===== config.mk =====
export PLATFORM = sky130hd
export DESIGN_NAME = wdt_timebase
export DESIGN_NICKNAME = d
export VERILOG_FILES = /design/src/rtl/wdt_pkg.sv /design/src/rtl/wdt_reg_if.sv /design/src/rtl/wdt_core.sv /design/src/rtl/wdt_tbase.sv /design/src/rtl/wdt_timebase.sv
export SDC_FILE = /design/constraint.sdc
export NUM_CORES = 1
export LEC_CHECK = 0
export ABC_AREA = 1
export BUFFER_PORTS_ARGS = -buffer_cell sky130_fd_sc_hd__buf_2
export CORE_MARGIN = 2
export CORE_UTILIZATION = 33
export DETAILED_ROUTE_END_ITERATION = 10
export SETUP_SLACK_MARGIN = 0.05
export SYNTH_ARGS = -nofsm -noshare
export SYNTH_HDL_FRONTEND = slang
export SYNTH_SLANG_ARGS = --single-unit

===== constraint.sdc =====
create_clock -name clk_i -period 2.2 [get_ports clk_i]
set_clock_uncertainty 0.2 [all_clocks]
set_input_delay 0.33 -clock clk_i [delete_from_list [all_inputs] [get_ports clk_i]]
set_output_delay 0.33 -clock clk_i [all_outputs]
set_load 0.01 [all_outputs]

===== src/rtl/wdt_pkg.sv =====
package wdt_pkg;
  localparam int unsigned WORD_CTRL = 0;
  localparam int unsigned WORD_TB   = 1;
  localparam int unsigned WORD_ISR  = 2;

  localparam int unsigned CTRL_EN  = 0;
  localparam int unsigned CTRL_EXP = 1;
  localparam int unsigned CTRL_STS = 2;

  localparam int unsigned ISR_WDT = 0;
  localparam int unsigned ISR_TB  = 1;

  typedef struct packed {
    logic       ctrl_wr;
    logic       isr_wr;
    logic [2:0] bits;
  } wr_req_t;
endpackage


===== src/rtl/wdt_reg_if.sv =====
module wdt_reg_if
  import wdt_pkg::*;
#(
  parameter int unsigned ADDR_W = 4,
  parameter int unsigned TB_W   = 32
) (
  input  logic              reg_wr_i,
  input  logic [ADDR_W-1:0] reg_addr_i,
  input  logic [31:0]       reg_wdata_i,
  input  logic              en_i,
  input  logic              expired_i,
  input  logic              status_i,
  input  logic [TB_W-1:0]   tb_i,
  input  logic              tb_pend_i,
  output wr_req_t           req_o,
  output logic [31:0]       rdata_o
);
  localparam int unsigned WORD_W = ADDR_W - 2;

  logic [WORD_W-1:0] word;
  logic              aligned;
  logic              unused_wdata;

  assign word         = reg_addr_i[ADDR_W-1:2];
  assign aligned      = (reg_addr_i[1:0] == 2'b00);
  assign unused_wdata = ^reg_wdata_i[31:3];

  always_comb begin
    req_o.bits    = reg_wdata_i[2:0];
    req_o.ctrl_wr = reg_wr_i && aligned && (word == WORD_W'(WORD_CTRL));
    req_o.isr_wr  = reg_wr_i && aligned && (word == WORD_W'(WORD_ISR));
  end

  always_comb begin
    rdata_o = '0;
    if (aligned) begin
      if (word == WORD_W'(WORD_CTRL)) begin
        rdata_o[CTRL_EN]  = en_i;
        rdata_o[CTRL_EXP] = expired_i;
        rdata_o[CTRL_STS] = status_i;
      end else if (word == WORD_W'(WORD_TB)) begin
        rdata_o = 32'(tb_i);
      end else if (word == WORD_W'(WORD_ISR)) begin
        rdata_o[ISR_WDT] = expired_i;
        rdata_o[ISR_TB]  = tb_pend_i;
      end
    end
  end

  always_comb begin
    a_one_strobe_r10: assert (!(req_o.ctrl_wr && req_o.isr_wr));
  end
endmodule


===== src/rtl/wdt_core.sv =====
module wdt_core
  import wdt_pkg::*;
#(
  parameter int unsigned CNT_W       = 16,
  parameter bit          ENABLE_ONCE = 1'b0
) (
  input  logic       clk_i,
  input  logic       rst_ni,
  input  logic       ctrl_wr_i,
  input  logic [2:0] ctrl_d_i,
  output logic       en_o,
  output logic       expired_o,
  output logic       status_o,
  output logic       bite_o
);
  logic [CNT_W-1:0] cnt;
  logic             en_nxt;
  logic             expire;

  assign expire = en_o && (cnt == '1);

  // enable-write policy is a build-time variant
  generate
    if (ENABLE_ONCE) begin : g_locked
      assign en_nxt = en_o | (ctrl_wr_i & ctrl_d_i[CTRL_EN]);
    end else begin : g_free
      assign en_nxt = ctrl_wr_i ? ctrl_d_i[CTRL_EN] : en_o;
    end
  endgenerate

  always_ff @(posedge clk_i or negedge rst_ni) begin
    if (!rst_ni) begin
      en_o      <= 1'b0;
      cnt       <= '0;
      expired_o <= 1'b0;
      bite_o    <= 1'b0;
      status_o  <= 1'b0;
    end else if (bite_o) begin
      // watchdog reset: everything but the sticky status returns to idle
      en_o      <= 1'b0;
      cnt       <= '0;
      expired_o <= 1'b0;
      bite_o    <= 1'b0;
      status_o  <= 1'b1;
    end else begin
      en_o   <= en_nxt;
      bite_o <= expire && expired_o;
      if (!en_nxt)   cnt <= '0;
      else if (en_o) cnt <= cnt + 1'b1;
      if (!en_nxt)                              expired_o <= 1'b0;
      else if (expire)                          expired_o <= 1'b1;
      else if (ctrl_wr_i && ctrl_d_i[CTRL_EXP]) expired_o <= 1'b0;
      if (ctrl_wr_i && ctrl_d_i[CTRL_STS]) status_o <= 1'b0;
    end
  end

  p_pulse_r3: assert property (@(posedge clk_i) disable iff (!rst_ni)
    bite_o |=> !bite_o);
  p_bite_after_flag_r3: assert property (@(posedge clk_i) disable iff (!rst_ni)
    $rose(bite_o) |-> $past(expired_o));
  p_soft_clear_r5: assert property (@(posedge clk_i) disable iff (!rst_ni)
    bite_o |=> (!en_o && !expired_o && cnt == '0 && status_o));
  p_status_sticky_r6: assert property (@(posedge clk_i) disable iff (!rst_ni)
    (status_o && !(ctrl_wr_i && ctrl_d_i[CTRL_STS])) |=> status_o);

  generate
    if (ENABLE_ONCE) begin : g_chk_locked
      p_lock_r7: assert property (@(posedge clk_i) disable iff (!rst_ni)
        (en_o && !bite_o) |=> en_o);
    end else begin : g_chk_free
      p_disable_r7: assert property (@(posedge clk_i) disable iff (!rst_ni)
        (ctrl_wr_i && !ctrl_d_i[CTRL_EN]) |=> (!en_o && !expired_o && cnt == '0));
    end
  endgenerate
endmodule


===== src/rtl/wdt_tbase.sv =====
module wdt_tbase #(
  parameter int unsigned TB_W = 32
) (
  input  logic            clk_i,
  input  logic            rst_ni,
  input  logic            clr_i,
  input  logic            pend_clr_i,
  output logic [TB_W-1:0] tb_o,
  output logic            pend_o
);
  always_ff @(posedge clk_i or negedge rst_ni) begin
    if (!rst_ni) begin
      tb_o   <= '0;
      pend_o <= 1'b0;
    end else if (clr_i) begin
      tb_o   <= '0;
      pend_o <= 1'b0;
    end else begin
      tb_o <= tb_o + 1'b1;
      if (tb_o == '1)      pend_o <= 1'b1;
      else if (pend_clr_i) pend_o <= 1'b0;
    end
  end

  p_step_r8: assert property (@(posedge clk_i) disable iff (!rst_ni)
    !clr_i |=> tb_o == TB_W'($past(tb_o) + 1'b1));
  p_wrap_pend_r9: assert property (@(posedge clk_i) disable iff (!rst_ni)
    (tb_o == '1 && !clr_i) |=> pend_o);
endmodule


===== src/rtl/wdt_timebase.sv =====
module wdt_timebase
  import wdt_pkg::*;
#(
  parameter int unsigned TIMEOUT_LOG2 = 16,
  parameter int unsigned TB_W         = 32,
  parameter bit          ENABLE_ONCE  = 1'b0,
  parameter int unsigned ADDR_W       = 4
) (
  input  logic              clk_i,
  input  logic              rst_ni,
  input  logic              reg_wr_i,
  input  logic [ADDR_W-1:0] reg_addr_i,
  input  logic [31:0]       reg_wdata_i,
  output logic [31:0]       reg_rdata_o,
  output logic              irq_wdt_o,
  output logic              irq_tb_o,
  output logic              wdt_rst_o
);
  wr_req_t         req;
  logic            en, expired, status, bite, tb_pend;
  logic [TB_W-1:0] tb;

  wdt_reg_if #(.ADDR_W(ADDR_W), .TB_W(TB_W)) i_reg_if (
    .reg_wr_i   (reg_wr_i),
    .reg_addr_i (reg_addr_i),
    .reg_wdata_i(reg_wdata_i),
    .en_i       (en),
    .expired_i  (expired),
    .status_i   (status),
    .tb_i       (tb),
    .tb_pend_i  (tb_pend),
    .req_o      (req),
    .rdata_o    (reg_rdata_o)
  );

  wdt_core #(.CNT_W(TIMEOUT_LOG2), .ENABLE_ONCE(ENABLE_ONCE)) i_core (
    .clk_i    (clk_i),
    .rst_ni   (rst_ni),
    .ctrl_wr_i(req.ctrl_wr),
    .ctrl_d_i (req.bits),
    .en_o     (en),
    .expired_o(expired),
    .status_o (status),
    .bite_o   (bite)
  );

  wdt_tbase #(.TB_W(TB_W)) i_tbase (
    .clk_i     (clk_i),
    .rst_ni    (rst_ni),
    .clr_i     (bite),
    .pend_clr_i(req.isr_wr && req.bits[ISR_TB]),
    .tb_o      (tb),
    .pend_o    (tb_pend)
  );

  assign irq_wdt_o = expired;
  assign irq_tb_o  = tb_pend;
  assign wdt_rst_o = bite;
endmodule


==> flow_metrics.tcl <==
set metrics [dict create \
    routed_wl_um 8910 \
    die_y_um 105 \
    cts_inserted_buffers 5 \
    synth_top_family_by_area "simple AND/OR/NAND/NOR gates" \
    crit_path_max_fanout 21 \
    cts_tree "yes" \
    async_reset_ff_share_pct 100 \
    cellLeakagePower_uw 0.00180 \
    hold_viol 0 \
    post_drt_via_cell_ratio 4.67 \
    use_met1_pct 21.9 \
    grtUsageMet2_pct 29.5 \
    power_frac_seq_pct 53.5 \
    ir_drop_uv 310 \
    timing_worst_setup_path_type "in -> out" \
    combPwrFrac_pct 13.9 \
    nets 614 \
    nFillCells 1074 \
    cp-end-kind "primary output" \
    swShare_pct 27.5 \
    start_util_pct 34.3 \
    layout_min_cycle_time_ns 1.93 \
    use_met3_pct 2.41 \
    avgSynthCellArea_um2 6.45 \
    cp.required_ns 1.67 \
    yosys.area.top_type "dfrtp_1" \
    synthMostInstantiatedCell "nand2_1" \
    yosysWarnings 0 \
    ys_ff_latch 53 \
    ys.flop_type "dfrtp_1" \
    synth.area.top_cells "dfrtp_1 (39%), nand2_1 (19%), nor2_1 (12%)" \
    synth_simple_gate_area_share_pct 44.6 \
    io_pins 74 \
    grt_pass1_wl_um 15200 \
    first_pass_iters 4 \
    yosys-top-cells-count "nand2_1 (170), nor2_1 (106), inv_1 (56)" \
    drc_errors 0 \
    top_usage_layer "met2" \
    multiInputGateArea_mm2 0.00178 \
    yosysSeqAreaShare_pct 39.2 \
    io_buffer_count 44 \
    max_freq_mhz 519 \
    die_width_um 105 \
    synth_mux_area_share_pct 0 \
    cp.arrival_ns 1.40 \
    syn_inst 524 \
    std_cell_rows 36 \
    synth-xor-area-share_pct 2.33 \
    worstSkewPairLatency_ns 0.30 \
    synth-adder-area-share_pct 0.740 \
    drtAntennaViolNets 0 \
    grt_pass1_vias 3211 \
    area_growth_pct 15.3 \
    routed-via-count 3299 \
    place.gp.congestion 0.918 \
    clkPwrFrac_pct 32.7 \
    drv_slew 0 \
    power_density_mw_per_mm2 514 \
    cts_setup_buffers 0 \
    path_clk_slew_ns 0.10 \
    critPathMaxStageDelay_ns 0.27 \
    startpoint_type "primary input" \
    setup_tns_ns 0 \
    cts_sinks 53 \
    status "finished, final reports clean" \
    post-dp-hpwl_um 6800 \
    layout-drive-gt1-share_pct 13.8 \
    final-setup-viol-count 0 \
    synthesis.area_mm2 0.00338 \
    track_usage_pct 16.8 \
    core_mm2 0.00986 \
    synth_compound_area_share_pct 5.07 \
    relSlewSlack_pct 74.9 \
    rsz0062_at_grt "false" \
    tightest_slew_ns 0.376 \
    diodes 0 \
    grt_antenna_before_repair 0 \
    area.sequential_mm2 0.00133 \
    intPower_uw 1450 \
    min_path_type "in -> reg" \
    yosysTopAreaCellShare_pct 39.2 \
    grt_start_max_net_pins 54 \
    cts-resized-gates 0 \
    htreeDepth 2 \
    clockRootBuffer "clkbuf_8" \
    cap_violations 0 \
    wire_per_inst_um 12.6 \
    synth_edf_count 0 \
    clockBufferDepth 2 \
    hold_slack_ns 0.139 \
    slowest_stage "nor2_2" \
    dr.first_iter.drc_count 120 \
    cts_hold_buf 1 \
    fp.dieArea_mm2 0.0111 \
    p_sw_uw 551 \
    fin_crit_sh_pct 87.5 \
    ys_types 26 \
    synth.net_count 565 \
    overflow 0 \
    crit_path_frequent_cell "buf_2" \
    crit_chain "buf_2, nor2_2, inv_1, buf_4, a211oi_1, buf_2" \
]
## registers in the layout, summed over array words and instances (netlist names)
name and cells:
i_core.expired_o 1, i_core.en_o 1, i_core.status_o 1, i_core.cnt 16, i_tbase.pend_o 1, i_tbase.tb_o 32, i_core.bite_o 1
## power groups by stage
stage / combinational, uW / clock (uW) / sequential [uW]
finish: 278 / 654 / 1070
global route: 314 / 720 / 1080
CTS: 283 / 677 / 1070
detailed placement: 280 / 0 / 1090
global placement: 270 / 0 / 1090
floorplan: 181 / 0 / 1080
## stage by stage
step | std cells | cell area [um^2] | power (uW) | util [%] | setup slack (ns)
after global placement | 698 | 3780 | 1360 | 38.4 | 0.286
after global routing | 706 | 3900 | 2110 | 39.5 | 0.131
final | 706 | 3900 | 2000 | 39.5 | 0.275
after CTS | 706 | 3900 | 2030 | 39.5 | 0.262
after floorplan | 524 | 3380 | 1260 | - | 0.587
after detailed placement | 698 | 3780 | 1370 | 38.4 | 0.262
## worst max-delay path: cells and delay by family
kind | cells | cell delay [ns]
compound gates | 1 | 0.21
buf+inv | 4 | 0.59
simple gates | 1 | 0.27
## final cells by class
cell class	instances	share of cell area [%]
clock buffer	5	1.77
clock inverter	2	0.899
inverter	59	5.74
multi-input combinational	402	45.7
sequential	53	34.0
tap	133	4.27
timing repair buffer	52	7.57
## layout by cell type, fill, tap and decap left out, types with 2 or more instances in the layout
| cell type | n |
|---|---|
| buf_2 | 44 |
| o21ai_0 | 11 |
| clkbuf_8 | 5 |
| inv_1 | 56 |
| ha_1 | 2 |
| nor2_4 | 4 |
| xor2_1 | 8 |
| a21oi_1 | 16 |
| inv_2 | 2 |
| dfrtp_1 | 53 |
| nor3_1 | 30 |
| nand2_1 | 170 |
| o21bai_1 | 2 |
| nand4_1 | 9 |
| nand2_2 | 4 |
| nor2_1 | 106 |
| nor2_2 | 8 |
| nand3_1 | 27 |
| buf_4 | 6 |
## routing by layer
| metal | vias up | share of wire [%] |
|---|---|---|
| met2 | 64 | 49 |
| met3 | 4 | 5.0 |
| li1 | 1733 | - |
| met5 | - | 0 |
| met4 | 0 | 0.85 |
| met1 | 1498 | 45 |
## final timing paths
check,from,depth (start not counted),slack (ns),to
max in group asynchronous,rst_ni,3,1.19,i_core.cnt[15]$_DFFE_PN0P_
min,reg_wdata_i[1],4,0.14,i_core.expired_o$_DFFE_PN0P_
min in group asynchronous,rst_ni,3,0.34,i_tbase.tb_o[8]$_DFF_PN0_
max,reg_addr_i[1],6,0.27,reg_rdata_o[0]
max reg2reg,i_tbase.tb_o[0]$_DFF_PN0_,7,0.35,i_tbase.tb_o[16]$_DFF_PN0_
min reg2reg,i_core.status_o$_DFFE_PN0P_,2,0.32,i_core.status_o$_DFFE_PN0P_
## kinds of logic after synthesis
kind of cell / count (synthesis)
buf+inv: 69
fa+ha+maj: 2
flops: 53
xor+xnor: 9
compound gates: 32
simple gates: 359
Note: power is estimated with default switching activity, not from simulation.
